`config.mk`:
```
export PLATFORM = sky130hd
export DESIGN_NAME = viterbi_acs4
export DESIGN_NICKNAME = d
export VERILOG_FILES = /design/src/rtl/acs4_pkg.sv /design/src/rtl/acs_node.sv /design/src/rtl/acs_metric_bank.sv /design/src/rtl/viterbi_acs4.sv
export SDC_FILE = /design/constraint.sdc
export NUM_CORES = 1
export LEC_CHECK = 0
export BUFFER_PORTS_ARGS = -buffer_cell sky130_fd_sc_hd__buf_2
export CAP_MARGIN = 20
export CORE_MARGIN = 8
export CORE_UTILIZATION = 35
export CTS_BUF_LIST = sky130_fd_sc_hd__clkbuf_16
export CTS_CLUSTER_SIZE = 8
export DETAILED_ROUTE_END_ITERATION = 10
export PLACE_DENSITY = 0.52
export SLEW_MARGIN = 40
export SYNTH_ARGS = -nofsm -noshare
export SYNTH_HDL_FRONTEND = slang
export SYNTH_SLANG_ARGS = --single-unit
```
`constraint.sdc`:
```
create_clock -name clk -period 4.55 [get_ports clk]
set_clock_uncertainty 0.2 [all_clocks]
set_input_delay 0.91 -clock clk [delete_from_list [all_inputs] [get_ports clk]]
set_output_delay 0.91 -clock clk [all_outputs]
set_load 0.01 [all_outputs]
```
`src/rtl/acs4_pkg.sv`:
```
package acs4_pkg;
  localparam int MEM = 2;
  localparam int NST = 1 << MEM;

  localparam logic [MEM:0] GEN_X = 3'b100;
  localparam logic [MEM:0] GEN_Y = 3'b001;

  // parity of the masked {input, state} word
  function automatic logic enc_bit(logic [MEM:0] gen, logic u, logic [MEM-1:0] s);
    return ^({u, s} & gen);
  endfunction

  // the two states leading to ns differ only in their LSB
  function automatic logic [MEM-1:0] pred_of(logic [MEM-1:0] ns, logic b);
    return {ns[MEM-2:0], b};
  endfunction

  // branch metric slot {X,Y} for the transition pred_of(ns,b) -> ns
  function automatic logic [1:0] symbol_of(logic [MEM-1:0] ns, logic b);
    logic [MEM-1:0] p;
    logic u;
    p = pred_of(ns, b);
    u = ns[MEM-1];
    return {enc_bit(GEN_X, u, p), enc_bit(GEN_Y, u, p)};
  endfunction

  // start-up metric: state 0 leads by a quarter of the modulo range
  function automatic int init_metric(int idx, int w);
    return (idx == 0) ? 0 : ((1 << w) - (1 << (w - 2)));
  endfunction
endpackage

```
`src/rtl/acs_node.sv`:
```
module acs_node #(
  parameter int SD_W = 3,
  parameter int SM_W = SD_W + 3
) (
  input  logic [SM_W-1:0] pm_lo,
  input  logic [SM_W-1:0] pm_hi,
  input  logic [SD_W-1:0] bm_lo,
  input  logic [SD_W-1:0] bm_hi,
  output logic [SM_W-1:0] cand_lo,
  output logic [SM_W-1:0] cand_hi,
  output logic [SM_W-1:0] survivor,
  output logic            pick_hi
);
  localparam int LOW_W = SM_W - 1;

  function automatic logic [SM_W-1:0] wrap_add(logic [SM_W-1:0] m, logic [SD_W-1:0] b);
    return m + SM_W'(b);
  endfunction

  // modulo-aware "a beats b"
  function automatic logic beats(logic [SM_W-1:0] a, logic [SM_W-1:0] b);
    logic low_gt;
    logic msb_mis;
    low_gt  = a[LOW_W-1:0] > b[LOW_W-1:0];
    msb_mis = a[SM_W-1] ^ b[SM_W-1];
    return low_gt ^ msb_mis;
  endfunction

  always_comb begin
    cand_lo  = wrap_add(pm_lo, bm_lo);
    cand_hi  = wrap_add(pm_hi, bm_hi);
    pick_hi  = beats(cand_hi, cand_lo);
    survivor = pick_hi ? cand_hi : cand_lo;
  end
endmodule

```
`src/rtl/acs_metric_bank.sv`:
```
module acs_metric_bank
  import acs4_pkg::*;
#(
  parameter int SM_W = 6
) (
  input  logic                clk,
  input  logic                rst,
  input  logic                load,
  input  logic [NST*SM_W-1:0] nxt,
  output logic [NST*SM_W-1:0] cur
);
  for (genvar s = 0; s < NST; s++) begin : g_reg
    localparam logic [SM_W-1:0] RST_V = SM_W'(init_metric(s, SM_W));
    logic [SM_W-1:0] q;
    always_ff @(posedge clk) begin
      if (rst)       q <= RST_V;
      else if (load) q <= nxt[s*SM_W +: SM_W];
    end
    assign cur[s*SM_W +: SM_W] = q;
  end
endmodule

```
`src/rtl/viterbi_acs4.sv`:
```
module viterbi_acs4
  import acs4_pkg::*;
#(
  parameter int SD_W = 3
) (
  input  logic                   clk,
  input  logic                   rst,
  input  logic                   in_valid,
  input  logic [4*SD_W-1:0]      bm_in,
  output logic                   out_valid,
  output logic [4*(SD_W+3)-1:0]  sm_out,
  output logic [3:0]             dec_out
);
  localparam int SM_W = SD_W + 3;

  // named internal events, observed by the bound checker
  logic [NST*SM_W-1:0] cand_lo_all;
  logic [NST*SM_W-1:0] cand_hi_all;
  logic [NST*SM_W-1:0] surv_all;
  logic [NST-1:0]      pick_vec;

  for (genvar n = 0; n < NST; n++) begin : g_state
    localparam logic [MEM-1:0] NS   = MEM'(n);
    localparam int             P_LO = int'(pred_of(NS, 1'b0));
    localparam int             P_HI = int'(pred_of(NS, 1'b1));
    localparam int             S_LO = int'(symbol_of(NS, 1'b0));
    localparam int             S_HI = int'(symbol_of(NS, 1'b1));

    acs_node #(.SD_W(SD_W), .SM_W(SM_W)) u_node (
      .pm_lo   (sm_out[P_LO*SM_W +: SM_W]),
      .pm_hi   (sm_out[P_HI*SM_W +: SM_W]),
      .bm_lo   (bm_in[S_LO*SD_W +: SD_W]),
      .bm_hi   (bm_in[S_HI*SD_W +: SD_W]),
      .cand_lo (cand_lo_all[n*SM_W +: SM_W]),
      .cand_hi (cand_hi_all[n*SM_W +: SM_W]),
      .survivor(surv_all[n*SM_W +: SM_W]),
      .pick_hi (pick_vec[n])
    );
  end

  acs_metric_bank #(.SM_W(SM_W)) u_bank (
    .clk (clk),
    .rst (rst),
    .load(in_valid),
    .nxt (surv_all),
    .cur (sm_out)
  );

  always_ff @(posedge clk) begin
    if (rst) begin
      out_valid <= 1'b0;
      dec_out   <= '0;
    end else begin
      out_valid <= in_valid;
      if (in_valid) dec_out <= pick_vec;
    end
  end
endmodule

```
==> flow_summary_export.csv <==
group,metric,value,unit
drt,vias,2580,
layout,nNetsFinal,439,
sta,slew_violations,0,
clock_tree,cts_max_level,2,
logic_synthesis,ys_types,37,
floorplan,die_width,109,µm
logic_synthesis,synth.avg_cell_area,8.89,µm²
global_routing,grt_pass1_vias,2651,
critical_path,r2r_cells,12,
floorplan,start_util,0.353,
critical_path,worstPathArrival,3.83,ns
layout,stdcell_area,3420,µm²
logic_synthesis,yosys.area.top_type,"dfxtp_1",
critical_path,cp.depth,13,
power_and_ir_drop,power_density,812,nW/µm²
sta,worst_pin_slew,0.778,ns
power_and_ir_drop,peakVddDrop,0.435,mV
sta,relSlewSlack,0.481,
floorplan,ioPinCount,44,
layout,regArea,581,µm²
floorplan,rows,34,
logic_synthesis,seq_area_frac_synth,0.193,
sta,rsz0062_at_grt,"false",
clock_tree,clock_latency,0.28,ns
drt,routedWlPerCell,17.5,µm
global_routing,use_met2,0.253,
sta,setup_viol,0,
logic_synthesis,synth_area,3010,µm²
global_routing,overflow,0,
job,cap_violations,0,
placement,io_buffer_count,43,
logic_synthesis,ys_warn_count,0,
global_routing,grt_antenna_before_repair,0,
sta,timing.setup.tns,0,ns
placement,dp.final_hpwl,6.53,mm
logic_synthesis,synth_top_area_frac,0.193,
critical_path,regToRegSetupSlack,1.02,ns
hold_path,hold_class,"reg -> reg",
floorplan,dieHeight,109,µm
layout,antenna_cells,0,
global_routing,grt_pass1_wl,13.7,mm
logic_synthesis,postSynthCellCount,338,
critical_path,worstReg2RegEnd,"u_bank.g_reg[2].q[3]",
critical_path,worst_path_largest_cell_delay,0.50,ns
power_and_ir_drop,p_leak,1.65,nW
global_routing,met1_usage,0.181,
layout,drive_above_1_share,0.155,
drt,drc,0,
critical_path,crit_path_max_fanout,11,
critical_path,crit_required,4.49,ns
hold_path,holdPathStages,2,
global_routing,grt_usage,0.149,
layout,multi_input_area,2280,µm²
global_routing,grt-busiest-layer,"met2",
drt,dr.pass1.iters,4,
floorplan,core-area,8510,µm²
drt,antenna_left,0,
sta,finalHoldViolCount,0,
critical_path,cp_slowest_cell,"xnor3_1",
placement,placed_area,3280,µm²
layout,postLayoutCoreUtil,0.402,
clock_tree,post_cts_resized,0,
drt,via_per_inst,5.36,
clock_tree,postCtsSetupRepairBufs,0,
clock_tree,numClockSinks,29,
sta,min_period,3.90,ns
clock_tree,numCtsBuffers,5,
placement,gp_congestion,0.790,
clock_tree,tritoncts,"done",
hold_path,holdPathEnd,"dec_out[1]",
clock_tree,ctsHoldBuffers,0,
sta,fmax,257,MHz
critical_path,worst-path-buf-inv,1,
logic_synthesis,ys_async_sr_fraction,0,
drt,drt_wl_total,8.42,mm
global_routing,use_met3,0.0361,
logic_synthesis,yosys-top-cells-area,"dfxtp_1 19%, ha_1 18%, a21oi_1 5.8%, xnor2_1 5.5%, a211oi_1 5.5%",
critical_path,r2r-start,"u_bank.g_reg[0].q[0]",
clock_tree,cts.path.max_buffers,2,
clock_tree,root_buffer,"clkbuf_16",
drt,drtIter0Drc,92,
critical_path,crit_family,"adder cells",
critical_path,crit_type,"in -> reg",
critical_path,crit_path_start_kind,"primary input",
critical_path,setup.worst_path.start,"bm_in[6]",
logic_synthesis,synth-main-ff-cell,"dfxtp_1",
logic_synthesis,synth_edf_count,0,
logic_synthesis,synth-seq-cells,29,
layout,fillers,903,
critical_path,cp_cell_sequence,"buf_2 > ha_1 > fa_1 > a21oi_1 > nor2b_1 > xnor2_1 > ha_1 > nand4_1 > o221ai_1 > o21a_1 > xnor3_1 > a211oi_1 > a211oi_1",
logic_synthesis,syn_nets,405,
hold_path,hp-start,"dec_out[1]",
critical_path,end_kind,"flop",
sta,min_period_over_period,0.857,
floorplan,dieArea,11800,µm²
layout,syn2layout_area_growth,13.9,%
global_routing,grt_max_degree,51,
outcome,outcome,"complete, no violations",
clock_tree,clk_pin_slew_worst_paths,0.05,ns
worst reg2reg max path, cell delays in order (launching register included):
cell,delay (ns)
dfxtp_1,0.36
ha_1,0.25
fa_1,0.41
a21oi_1,0.18
nor2b_1,0.07
xnor2_1,0.16
ha_1,0.34
nand4_1,0.13
o221ai_1,0.19
o21a_1,0.20
xnor3_1,0.50
a211oi_1,0.31
a211oi_1,0.07
worst max-delay path by stage:
stage	end	slack, ns
after detailed placement	u_bank.g_reg[2].q[3]	0.38
after global placement	u_bank.g_reg[2].q[3]	0.41
final	u_bank.g_reg[2].q[3]	0.65
after floorplan	u_bank.g_reg[2].q[3]	0.85
after global routing	u_bank.g_reg[2].q[0]	0.38
after CTS	u_bank.g_reg[2].q[3]	0.66
metal layers:
layer,up-vias,wire (µm)
met1,1192,3840
met5,-,0
li1,1324,-
met3,13,477
met2,51,3910
met4,0,187
cell type report:
class | count | share of cell area
multi-input combinational | 276 | 0.667
clock buffer | 5 | 0.0366
inverter | 16 | 0.0176
tap | 108 | 0.0395
timing repair buffer | 44 | 0.0651
sequential | 29 | 0.170
clock inverter | 3 | 0.00512
sequential cells by signal, indices dropped and copies added, names as in the netlist:
register,count
dec_out,4
out_valid,1
u_bank.g.q,24
where the power goes:
group | switching, mW | leakage (nW) | internal, mW
clock network | 0.130 | 0.0696 | 0.201
registers | 0.153 | 0.240 | 0.354
logic | 1.04 | 1.35 | 0.903
total | 1.32 | 1.65 | 1.46
cell usage after synthesis, types with 2 or more instances:
| cell | number |
|---|---|
| nor2_1 | 22 |
| o22ai_1 | 4 |
| buf_6 | 2 |
| clkbuf_1 | 10 |
| nand4_1 | 4 |
| nand2_1 | 20 |
| a21o_1 | 12 |
| dfxtp_1 | 29 |
| nor2b_1 | 13 |
| o31ai_1 | 4 |
| buf_2 | 4 |
| xor2_1 | 16 |
| a211oi_1 | 22 |
| o2111ai_1 | 8 |
| a211o_1 | 8 |
| o221ai_1 | 4 |
| fa_1 | 8 |
| ha_1 | 44 |
| xnor3_2 | 2 |
| inv_1 | 16 |
| o21bai_1 | 5 |
| xnor3_1 | 2 |
| o21a_1 | 4 |
| o21ai_0 | 3 |
| a21oi_1 | 35 |
| mux2i_1 | 8 |
| xnor2_1 | 19 |
kinds of logic after synthesis:
| family | Yosys count | share of synthesized area |
|---|---|---|
| buffers and inverters | 33 | 0.0479 |
| flip-flops | 29 | 0.193 |
| XOR/XNOR | 39 | 0.133 |
| adder cells (fa/ha/maj) | 52 | 0.236 |
| AO/OA/AOI/OAI | 114 | 0.268 |
| multiplexers | 8 | 0.0266 |
| AND/OR/NAND/NOR | 63 | 0.0953 |
per-stage QoR:
step	hold WS (ns)	total power [mW]	worst slack, ns	cells
2_1_floorplan	0.300	2.07	0.849	338
3_3_place_gp	0.269	2.43	0.415	473
3_5_place_dp	0.271	2.46	0.376	473
4_1_cts	0.287	2.80	0.659	481
5_1_grt	0.318	3.07	0.384	481
6_report	0.289	2.78	0.652	481
layout by cell type, fill, tap and decap left out, drive strengths merged, types with 2 or more instances in the layout:
cell     synthesis  final
a21o            12     12
o221ai           4      4
nand2           20     20
xor2            16     16
o22ai            4      4
clkbuf          10      5
a21oi           35     35
nand4            4      4
xnor3            4      4
a211o            8      8
dfxtp           29     29
a211oi          22     22
nor2            22     22
o311ai           2      2
xnor2           19     19
ha              44     44
buf              7     44
o2111ai          8      8
o21ai            3      3
clkinv           0      2
o31ai            4      4
fa               8      8
inv             16     16
o21a             4      4
o21bai           5      5
mux2i            8      8
nor2b           13     13
(Power assumes the default switching activity.)
